==> src/rtl/aclink_rx_pkg.sv <==
package aclink_rx_pkg;
    // slot numbers the decoder reacts to (behaviour depends on them)
    localparam int CMD_ADDR_SLOT = 1;
    localparam int CMD_DATA_SLOT = 2;
    localparam int NUM_PCM_CH    = 4;
    localparam int CHAN_W        = 2;
    // channel code c is carried in slot PCM_SLOT[c]
    localparam int PCM_SLOT [NUM_PCM_CH] = '{3, 4, 7, 8};
endpackage

==> src/rtl/ac_frame_align.sv <==
module ac_frame_align #(
    parameter int TAG_W      = 16,
    parameter int SLOT_W     = 20,
    parameter int NUM_SLOTS  = 12,
    parameter int SLOT_IDX_W = $clog2(NUM_SLOTS + 1),
    parameter int BIT_W      = $clog2((TAG_W > SLOT_W) ? TAG_W : SLOT_W)
) (
    input  logic                  bit_clk,
    input  logic                  rst_n,
    input  logic                  sync_i,
    output logic                  active_o,
    output logic                  last_o,
    output logic [SLOT_IDX_W-1:0] slot_o
);
    localparam logic [BIT_W-1:0]      TAG_LAST  = BIT_W'(TAG_W - 1);
    localparam logic [BIT_W-1:0]      SLOT_LAST = BIT_W'(SLOT_W - 1);
    localparam logic [SLOT_IDX_W-1:0] FINAL_SL  = SLOT_IDX_W'(NUM_SLOTS);

    typedef struct packed {
        logic                  sync;
        logic                  active;
        logic [SLOT_IDX_W-1:0] slot;
        logic [BIT_W-1:0]      bitn;
    } align_t;

    align_t q, d;
    logic   start_c, last_c;

    always_comb begin
        d       = q;
        d.sync  = sync_i;
        start_c = sync_i & ~q.sync;
        last_c  = q.active &
                  ((q.slot == '0) ? (q.bitn == TAG_LAST) : (q.bitn == SLOT_LAST));
        if (start_c) begin
            d.active = 1'b1;
            d.slot   = '0;
            d.bitn   = '0;
        end else if (q.active) begin
            if (last_c) begin
                d.bitn = '0;
                if (q.slot == FINAL_SL) begin
                    d.active = 1'b0;
                    d.slot   = '0;
                end else begin
                    d.slot = q.slot + 1'b1;
                end
            end else begin
                d.bitn = q.bitn + 1'b1;
            end
        end
    end

    always_ff @(negedge bit_clk or negedge rst_n) begin
        if (!rst_n) q <= '0;
        else        q <= d;
    end

    assign active_o = q.active;
    assign last_o   = last_c;
    assign slot_o   = q.slot;
endmodule

==> src/rtl/ac_slot_shift.sv <==
module ac_slot_shift #(
    parameter int W = 20
) (
    input  logic         bit_clk,
    input  logic         rst_n,
    input  logic         en_i,
    input  logic         sdi,
    output logic [W-1:0] word_o
);
    logic [W-1:0] sh_q, sh_d;

    always_comb begin
        word_o = {sh_q[W-2:0], sdi};
        sh_d   = en_i ? word_o : sh_q;
    end

    always_ff @(negedge bit_clk or negedge rst_n) begin
        if (!rst_n) sh_q <= '0;
        else        sh_q <= sh_d;
    end
endmodule

==> src/rtl/aclink_out_deframer.sv <==
module aclink_out_deframer
    import aclink_rx_pkg::*;
#(
    parameter int TAG_W     = 16,
    parameter int SLOT_W    = 20,
    parameter int NUM_SLOTS = 12,
    parameter int IDX_W     = 7,
    parameter int DATA_W    = 16,
    parameter int SAMPLE_W  = 20
) (
    input  logic                 bit_clk,
    input  logic                 rst_n,
    input  logic                 sync_i,
    input  logic                 sdata_i,
    output logic                 tag_stb_o,
    output logic [NUM_SLOTS-1:0] slot_tags_o,
    output logic                 cmd_stb_o,
    output logic                 cmd_rd_o,
    output logic [IDX_W-1:0]     cmd_idx_o,
    output logic [DATA_W-1:0]    cmd_wdata_o,
    output logic                 smp_stb_o,
    output logic [1:0]           smp_chan_o,
    output logic [SAMPLE_W-1:0]  smp_data_o
);
    localparam int SLOT_IDX_W = $clog2(NUM_SLOTS + 1);

    logic                  active, last;
    logic [SLOT_IDX_W-1:0] slot;
    logic [SLOT_W-1:0]     word;

    ac_frame_align #(
        .TAG_W(TAG_W), .SLOT_W(SLOT_W), .NUM_SLOTS(NUM_SLOTS)
    ) u_align (
        .bit_clk(bit_clk), .rst_n(rst_n), .sync_i(sync_i),
        .active_o(active), .last_o(last), .slot_o(slot)
    );

    ac_slot_shift #(.W(SLOT_W)) u_shift (
        .bit_clk(bit_clk), .rst_n(rst_n), .en_i(active),
        .sdi(sdata_i), .word_o(word)
    );

    typedef struct packed {
        logic                 frame_ok;
        logic [NUM_SLOTS-1:0] tags;
        logic                 rd;
        logic [IDX_W-1:0]     idx;
        logic                 tag_stb;
        logic [NUM_SLOTS-1:0] tags_out;
        logic                 cmd_stb;
        logic                 cmd_rd;
        logic [IDX_W-1:0]     cmd_idx;
        logic [DATA_W-1:0]    cmd_wdata;
        logic                 smp_stb;
        logic [CHAN_W-1:0]    smp_chan;
        logic [SAMPLE_W-1:0]  smp_data;
    } dec_t;

    dec_t q, d;

    always_comb begin
        int sl;
        d         = q;
        d.tag_stb = 1'b0;
        d.cmd_stb = 1'b0;
        d.smp_stb = 1'b0;
        sl        = int'(slot);
        if (last) begin
            if (sl == 0) begin
                // tag slot: flag first, then one tag per data slot
                d.frame_ok = word[TAG_W-1];
                for (int i = 0; i < NUM_SLOTS; i++) begin
                    d.tags[i] = word[TAG_W-2-i];
                end
                if (word[TAG_W-1]) begin
                    d.tag_stb  = 1'b1;
                    d.tags_out = d.tags;
                end
            end else if (sl == CMD_ADDR_SLOT) begin
                d.rd  = word[SLOT_W-1];
                d.idx = word[SLOT_W-2 -: IDX_W];
            end else if (sl == CMD_DATA_SLOT) begin
                if (q.frame_ok && q.tags[CMD_ADDR_SLOT-1]) begin
                    if (q.rd) begin
                        d.cmd_stb   = 1'b1;
                        d.cmd_rd    = 1'b1;
                        d.cmd_idx   = q.idx;
                        d.cmd_wdata = '0;
                    end else if (q.tags[CMD_DATA_SLOT-1]) begin
                        d.cmd_stb   = 1'b1;
                        d.cmd_rd    = 1'b0;
                        d.cmd_idx   = q.idx;
                        d.cmd_wdata = word[SLOT_W-1 -: DATA_W];
                    end
                end
            end else begin
                for (int c = 0; c < NUM_PCM_CH; c++) begin
                    if (sl == PCM_SLOT[c] && q.frame_ok && q.tags[PCM_SLOT[c]-1]) begin
                        d.smp_stb  = 1'b1;
                        d.smp_chan = CHAN_W'(c);
                        d.smp_data = word[SLOT_W-1 -: SAMPLE_W];
                    end
                end
            end
        end
    end

    always_ff @(negedge bit_clk or negedge rst_n) begin
        if (!rst_n) q <= '0;
        else        q <= d;
    end

    assign tag_stb_o   = q.tag_stb;
    assign slot_tags_o = q.tags_out;
    assign cmd_stb_o   = q.cmd_stb;
    assign cmd_rd_o    = q.cmd_rd;
    assign cmd_idx_o   = q.cmd_idx;
    assign cmd_wdata_o = q.cmd_wdata;
    assign smp_stb_o   = q.smp_stb;
    assign smp_chan_o  = q.smp_chan;
    assign smp_data_o  = q.smp_data;
endmodule

==> config.mk <==
export PLATFORM = sky130hd
export DESIGN_NAME = aclink_out_deframer
export DESIGN_NICKNAME = d
export VERILOG_FILES = /design/src/rtl/aclink_rx_pkg.sv /design/src/rtl/ac_frame_align.sv /design/src/rtl/ac_slot_shift.sv /design/src/rtl/aclink_out_deframer.sv
export SDC_FILE = /design/constraint.sdc
export NUM_CORES = 1
export LEC_CHECK = 0
export BUFFER_PORTS_ARGS = -buffer_cell sky130_fd_sc_hd__buf_2
export CAP_MARGIN = 0
export CORE_AREA = 5 5 125 127
export DETAILED_ROUTE_END_ITERATION = 8
export DIE_AREA = 0 0 130 132
export SYNTH_ARGS = -nofsm -noshare
export SYNTH_HDL_FRONTEND = slang
export SYNTH_SLANG_ARGS = --single-unit
==> constraint.sdc <==
create_clock -name bit_clk -period 4.3 [get_ports bit_clk]
set_input_delay 0.86 -clock bit_clk [delete_from_list [all_inputs] [get_ports bit_clk]]
set_output_delay 0.86 -clock bit_clk [all_outputs]
set_load 0.01 [all_outputs]
After elaboration in Yosys (flattened, before gate mapping). Cells that the tools add are included.

Register bits after elaboration: 108. Input bits: 4. Output and inout bits: 61. Logic and storage cells: 77.

Add/subtract/negate cells: 2. Equality and inequality tests: 9. Multiplexer cells: 21. Bitwise gates (word level): 6. Reduce and logical (&&, ||, !) cells: 21.

Operators with widths (number): $mux W23 (5); $mux W25 (4); $mux W48 (2); $mux W61 (1); $mux W13 (2); $mux W10 (2); $eq A4 B4 Y1 const B (4); $mux W5 (2); $logic_and A1 B1 Y1 (9); $eq A4 B3 Y1 const B (2); $logic_not A4 Y1 (2); $reduce_and A3 Y1 (2); $reduce_and A6 Y1 (1); $reduce_bool A2 Y1 (3); $add A5 B1 Y5 const B (1); $eq A5 B4 Y1 const B (1); $eq A5 B5 Y1 const B (1); $reduce_and A5 Y1 (1); $add A4 B1 Y4 const B (1); $eq A4 B2 Y1 const B (1); $mux W4 (1); $not A1 Y1 (4); $reduce_and A2 Y1 (2); $reduce_bool A4 Y1 (1); other kinds (2) (4).

Longest topological paths before layout. Gate-level depths: netlist of run 1.

Depth after elaboration: 11. Mapped depth: 7. Depth with buffers taken out: 6.

Cells and area by module. From an unflattened synthesis of run 1, not the netlist that was laid out.

Cell total of the unflattened synthesis: 403. Area total of the unflattened synthesis: 4878.4 um^2.

Modules (own cells, without submodules): aclink_out_deframer (times used 1, cells each 293, area each 3454.6 um^2, sequential area each 1901.8 um^2); ac_slot_shift (times used 1, cells each 41, area each 765.7 um^2, sequential area each 475.5 um^2); ac_frame_align (times used 1, cells each 69, area each 658.1 um^2, sequential area each 275.3 um^2).

==> metrics.log, run 1 <==
INFO  metric outcome = completed
INFO  metric slew_hr = 0.460
INFO  metric max_clock_skew = just over 0.01 ns
INFO  metric synthArstFlopShare = 1.00
INFO  metric clkLatencyLatePin = 0.35 ns
INFO  metric fill_cell_count = ~1.4k
INFO  metric layout-area-overhead-vs-synth = 8.44%
INFO  metric clk_path_buf_depth = 2
INFO  metric antenna_cells = 0
INFO  metric numCtsBuffers = 9
INFO  metric ctsHoldBuffers = 0
INFO  metric report.final.slew_viol_count = 0
INFO  metric clkSinkCount = 106
INFO  metric dpl.hpwl = 6350 um
INFO  metric syn-instance-count = slightly below 400
INFO  metric synth_nets = 397
INFO  metric synth.top_cells.by_area = dfrtn_1, mux2_2, buf_4
INFO  metric grt_first_pass_wirelength = 15600 um
INFO  metric maximum_fanout_encountered_on_the_critical_timing_path = 2
INFO  metric vias_in_the_first_global_route = 2930
INFO  metric postCtsSetupRepairBufs = 0
INFO  metric cp_top_family = flip-flops
INFO  metric critical_path_arrival = 3.08 ns
INFO  metric worst_ep_required_time = 3.44 ns
INFO  metric yosysTopAreaCellShare = 0.539
INFO  metric power_leakage = around 2.8 nW
INFO  metric final-seq-area = 2650 um^2
INFO  metric path_cells = buf_2
INFO  metric nets = 407
INFO  metric totalNegativeSetupSlack = 0 ns
INFO  metric totalWireLength = 9220 um
INFO  metric rows = 44
INFO  metric synth-main-ff-cell = dfrtn_1
INFO  metric pre_cts_ws = 0.327 ns
INFO  metric synthDominantAreaCellType = dfrtn_1
INFO  metric final_hold_viol_count = 0
INFO  metric die_w = 130 um
INFO  metric layout-drive-gt1-share = 0.420
INFO  metric drt-vias-per-instance = 4.64
INFO  metric ys_seq_elements = 106
INFO  metric post_synth_instance_area = 4920 um^2
INFO  metric synth_top_cells_by_count = dfrtn_1, mux2_2, buf_4
INFO  metric vias = 2717
INFO  metric worst_path_max_delay_cell = dfrtn_1
INFO  metric clock-root-buffer = clkbuf_16
INFO  metric die-height = 132 um
INFO  metric residual_drc_count = 0
INFO  metric ports_placed_on_the_boundary = 65
INFO  metric path_buf_inv = 1
INFO  metric tightest_slew = 0.810 ns
INFO  metric number_of_antenna_violations_at_the_first_check_in_global_routing = 0
INFO  metric placement.io_buffers = 64
INFO  metric tritoncts_clock_tree = yes
INFO  metric multi_input_area = 1660 um^2
INFO  metric 1st_iter_drt_viols = around 150
INFO  metric element_type_at_the_critical_path_start = register
INFO  metric h-tree-depth = 3
INFO  metric worst_supply_voltage_drop_on_vdd = approximately 0.18 mV
INFO  metric yosys.cell_count.top_type = dfrtn_1
INFO  metric start_util = 0.344
INFO  metric smallest_hold_slack = 0.439 ns
INFO  metric wire_length_per_cell = 15.7 um
INFO  metric core_area = approximately 14000 um^2
INFO  metric setup_viol = 0
INFO  metric post_cts.resized_instances = 0
INFO  metric synth.distinct_cells = 42
INFO  metric synth_area_per_cell = 12.7 um^2
INFO  metric path_clk_slew = 0.05 ns
INFO  metric drv.max_cap_violation_count = 0
INFO  metric dr.pass1.iters = 4
INFO  metric die_area = 17200 um^2
INFO  metric yosysSeqAreaShare = 0.539
INFO  metric setup.worst_path.class = register to output port
INFO  metric critical_path.endpoint_type = output port
INFO  metric total_number_of_yosys_warnings = 0
INFO  metric cp_max_stage_delay = around 0.44 ns
INFO  metric routabilityCongestion = 0.766
INFO  metric finalWorstSetupSlack = about 0.36 ns
INFO  metric grt_usage = 0.113
INFO  metric global_route.overflow_total = 0
INFO  metric power_density = 392 nW/um^2
INFO  metric grt_setup_unrepaired = false
INFO  metric final_antenna_net_count = 0
INFO  metric post_synth_edffs = 0
INFO  metric grt_start_max_net_pins = 44
INFO  metric type_of_the_tightest_min_delay_check = register to register
==> routing by layer <==
metal / track usage / up-vias / wire, um
met3: 0.0235 / 8 / 367
met5: 0 / - / 0
met2: 0.193 / 39 / 4650
met1: 0.142 / 1388 / 4090
met4: 0.0393 / 0 / 119
li1: - / 1282 / -
==> placed cells by master (no fill, tap or decap), drive strengths merged, types with 2 or more instances in the layout <==
cell type | synthesis | final
nand3 | 3 | 3
or3b | 2 | 2
nand3b | 6 | 6
nor2 | 9 | 9
mux2i | 18 | 18
dfrtn | 106 | 106
a21oi | 8 | 8
buf | 69 | 71
nor2b | 2 | 2
a41o | 2 | 2
inv | 24 | 25
and2 | 2 | 2
mux2 | 76 | 76
o21ai | 5 | 5
ha | 5 | 5
nand4b | 2 | 2
nor3 | 5 | 5
nand4 | 4 | 4
nand2 | 26 | 26
clkbuf | 3 | 12
==> final timing paths <==
path | slack [ns] | start | cells past startpoint | end
worst min register to register | 0.44 | smp_chan_o[0] | 1 | smp_chan_o[0]
worst max-delay path | 0.36 | smp_data_o[0] | 1 | smp_data_o[0]
min in group asynchronous | 2.43 | rst_n | 1 | q[66]
max in group asynchronous | 1.29 | rst_n | 2 | q[62]
worst max register to register | 1.60 | u_align.slot_o[0] | 6 | smp_data_o[9]
worst min-delay path | 0.44 | smp_chan_o[0] | 1 | smp_chan_o[0]
==> final cells by class <==
class | count | share of cell area
Tap cell | 184 | 0.0431
Timing Repair Buffer | 71 | 0.0750
Sequential cell | 106 | 0.497
Clock inverter | 3 | 0.00891
Multi-Input combinational cell | 186 | 0.311
Inverter | 24 | 0.0169
Clock buffer | 12 | 0.0480
==> report_power, final <==
group	total, W	internal, W	switching [W]
logic	0.000154	0.0000668	0.0000876
clock network	0.000835	0.000484	0.000351
registers	0.00110	0.00105	0.0000511
total	0.00209	0.00160	0.000490
==> metrics by stage <==
step | area [um^2] | power, W | std cells | utilization
3_3_place_gp | 5030 | 0.00127 | 571 | 0.352
2_1_floorplan | 4920 | 0.00122 | 388 | -
5_1_grt | 5340 | 0.00219 | 586 | 0.373
6_report | 5340 | 0.00209 | 586 | 0.373
4_1_cts | 5340 | 0.00213 | 586 | 0.373
3_5_place_dp | 5030 | 0.00128 | 571 | 0.352
==> sequential cells by signal, indices dropped and copies added (netlist names) <==
name              count
slot_tags_o          12
cmd_wdata_o          16
q                    15
smp_chan_o            2
cmd_rd_o              1
u_shift.sh_q         19
cmd_stb_o             1
smp_data_o           20
u_align.slot_o        4
tag_stb_o             1
u_align.active_o      1
smp_stb_o             1
u_align.q             6
cmd_idx_o             7
==> logic make-up after synthesis <==
logic type | synth area share
adders and majority gates | 0.0127
and+or+nand+nor | 0.0742
muxes | 0.218
DFF | 0.539
buffers and inverters | 0.124
AOI/OAI and AO/OA | 0.0325
Power figures use the tool's default switching activity.
==> inputs of run 2 (changes only) <==
==> constraint.sdc (replaced) <==
create_clock -name bit_clk -period 4.3 [get_ports bit_clk]
set_input_delay 0.43 -clock bit_clk [delete_from_list [all_inputs] [get_ports bit_clk]]
set_output_delay 0.43 -clock bit_clk [all_outputs]
set_load 0.01 [all_outputs]
==> run 2 against run 1 <==
Wire length up 1.1%. Sequential cell count unchanged. Critical path type unchanged. Sequential power is essentially flat. Global-route usage grew 0.15 points. Setup slack improved by 0.43 ns. Register-to-register slack improved by 0.06 ns. Non-clock buffer count shrank 2. Largest power group unchanged. Clock power fell by 8.5%. Cell count is 0.34% lower. Largest cell class unchanged. First-iteration DRC count down 13%.
==> metrics.log, run 2 (synthesis gave the netlist of run 1 again) <==
INFO  metric outcome = completed
INFO  metric number_of_antenna_violations_at_the_first_check_in_global_routing = 0 (unchanged)
INFO  metric placed_cells = 569 (-0.35%)
INFO  metric core_area = 14300 um^2 (unchanged)
INFO  metric critical_path_arrival = 3.08 ns (about the same)
INFO  metric path_clk_slew = 0.05 ns (about the same)
INFO  metric path_cells = buf_2
INFO  metric vias_in_the_first_global_route = 2858 (-2.5%)
INFO  metric dpl.hpwl = 6300 um (-0.74%)
INFO  metric ctsHoldBuffers = 0 (unchanged)
INFO  metric post_dp_cell_area = 5010 um^2 (-0.55%)
INFO  metric die_w = 130 um (unchanged)
INFO  metric die-height = 132 um (unchanged)
INFO  metric dr.pass1.iters = 4 (unchanged)
INFO  metric numCtsBuffers = 9 (unchanged)
INFO  metric largest_reg_flops = 20 (unchanged)
INFO  metric busiest_layer = met2
INFO  metric grt.met1_usage = 0.148 (+0.00541)
INFO  metric layout.cells.most_common = dfrtn_1
INFO  metric globalRouteMet2Util = 0.188 (-0.00487)
INFO  metric cp_max_stage_delay = 0.43 ns (about the same)
INFO  metric instances_no_fill = 584 (-0.34%)
INFO  metric clock-root-buffer = clkbuf_16
INFO  metric type_of_the_tightest_min_delay_check = register to register
INFO  metric rows = 44 (unchanged)
INFO  metric global_route.overflow_total = 0 (unchanged)
INFO  metric grt_usage = 0.115 (+0.00149)
INFO  metric grtUsageMet3 = 0.0203 (-0.00324)
INFO  metric placement.io_buffers = 64 (unchanged)
INFO  metric residual_drc_count = 0 (unchanged)
INFO  metric setup_viol = 0 (unchanged)
INFO  metric tritoncts_clock_tree = yes
INFO  metric post_cts.resized_instances = 0 (unchanged)
INFO  metric totalWireLength = 9320 um (+1.1%)
INFO  metric ports_placed_on_the_boundary = 65 (unchanged)
INFO  metric clkLatencyLatePin = 0.35 ns (about the same)
INFO  metric vias = 2718 (+0.037%)
INFO  metric report.final.slew_viol_count = 0 (unchanged)
INFO  metric finalWorstSetupSlack = 0.795 ns (+0.433 ns)
INFO  metric max_clock_skew = 0.00438 ns (-0.00584 ns)
INFO  metric routabilityCongestion = 0.762 (-0.46%)
INFO  metric grt_first_pass_wirelength = 15500 um (-0.18%)
INFO  metric die_area = 17200 um^2 (unchanged)
INFO  metric clk_path_buf_depth = 2 (unchanged)
INFO  metric final_antenna_net_count = 0 (unchanged)
INFO  metric worst_supply_voltage_drop_on_vdd = 0.183 mV (+4.3%)
INFO  metric pre_cts_ws = 0.647 ns (+0.319 ns)
INFO  metric layout-area-overhead-vs-synth = 7.19%
INFO  metric final_hold_viol_count = 0 (unchanged)
INFO  metric worst_path_max_delay_cell = dfrtn_1
INFO  metric layout-drive-gt1-share = 0.418 (-0.00290)
INFO  metric antenna_cells = 0 (unchanged)
INFO  metric element_type_at_the_critical_path_start = register
INFO  metric tightest_slew = 0.795 ns (-0.0146 ns)
INFO  metric final_instance_area = 5280 um^2 (-1.1%)
INFO  metric drv.max_cap_violation_count = 0 (unchanged)
INFO  metric slew_hr = 0.470 (+0.00976)
INFO  metric 1st_iter_drt_viols = 126 (-13%)
INFO  metric most-common-layout-cells = dfrtn_1, mux2_2, buf_2, nand2_1, inv_1
INFO  metric h-tree-depth = 3 (unchanged)
INFO  metric power_density = 382 nW/um^2 (-2.5%)
INFO  metric cp_top_family = flip-flops
INFO  metric power_leakage = 2.78 nW (-1.0%)
INFO  metric totalNegativeSetupSlack = 0 ns (unchanged)
INFO  metric worst_ep_required_time = 3.87 ns (+0.43 ns)
INFO  metric grt_start_max_net_pins = 60 (+36%)
INFO  metric drt-vias-per-instance = 4.65 (+0.38%)
INFO  metric nets = 405 (-0.49%)
INFO  metric postCtsSetupRepairBufs = 0 (unchanged)
INFO  metric maximum_fanout_encountered_on_the_critical_timing_path = 2 (unchanged)
INFO  metric grt_setup_unrepaired = false
INFO  metric critical_path.endpoint_type = output port
INFO  metric start_util = 0.344 (unchanged)
INFO  metric wire_length_per_cell = 16.0 um (+1.4%)
INFO  metric setup.worst_path.class = register to output port
INFO  metric fill_cell_count = 1416 (+1.3%)
INFO  metric path_buf_inv = 1 (unchanged)
INFO  metric clkSinkCount = 106 (unchanged)
INFO  metric utilization = 0.369 (-0.00428)
-- run 2: layout make-up --
class	count	area, um^2	area share
tap	184	230	0.0436
clock buffer	11	243	0.0460
inverter	24	90.1	0.0171
clock inverter	4	27.5	0.00522
timing repair buffer	69	373	0.0706
sequential	106	2650	0.503
multi-input combinational	186	1660	0.315
-- run 2: metrics by stage --
stage          power [W]  hold WS [ns]
2_1_floorplan    0.00122         0.418
3_3_place_gp     0.00127         0.443
3_5_place_dp     0.00127         0.443
4_1_cts          0.00204         0.451
5_1_grt          0.00211         0.455
6_report         0.00202         0.444
-- run 2: worst paths after layout --
kind                              startpoint         endpoint  slack (ns)  cells after the start
max                            smp_data_o[0]    smp_data_o[0]        0.79                      1
min                                    q[64]            q[64]        0.44                      1
max reg2reg                u_align.slot_o[0]    smp_data_o[8]        1.66                      6
min reg2reg                            q[64]            q[64]        0.44                      1
max in group asynchronous              rst_n  u_shift.sh_q[7]        1.61                      2
min in group asynchronous              rst_n        cmd_stb_o        2.01                      1
-- run 2: report_power, final --
part	leakage [nW]	internal [W]	switching (W)
sequential	1.42	0.00105	0.0000510
combinational	1.22	0.0000644	0.0000864
clock	0.136	0.000407	0.000357
total	2.78	0.00152	0.000494
-- run 2: metal layers --
layer,share of wire,vias to the layer above
met4,0.020,0
met2,0.51,56
li1,-,1266
met5,0,-
met1,0.43,1383
met3,0.042,13
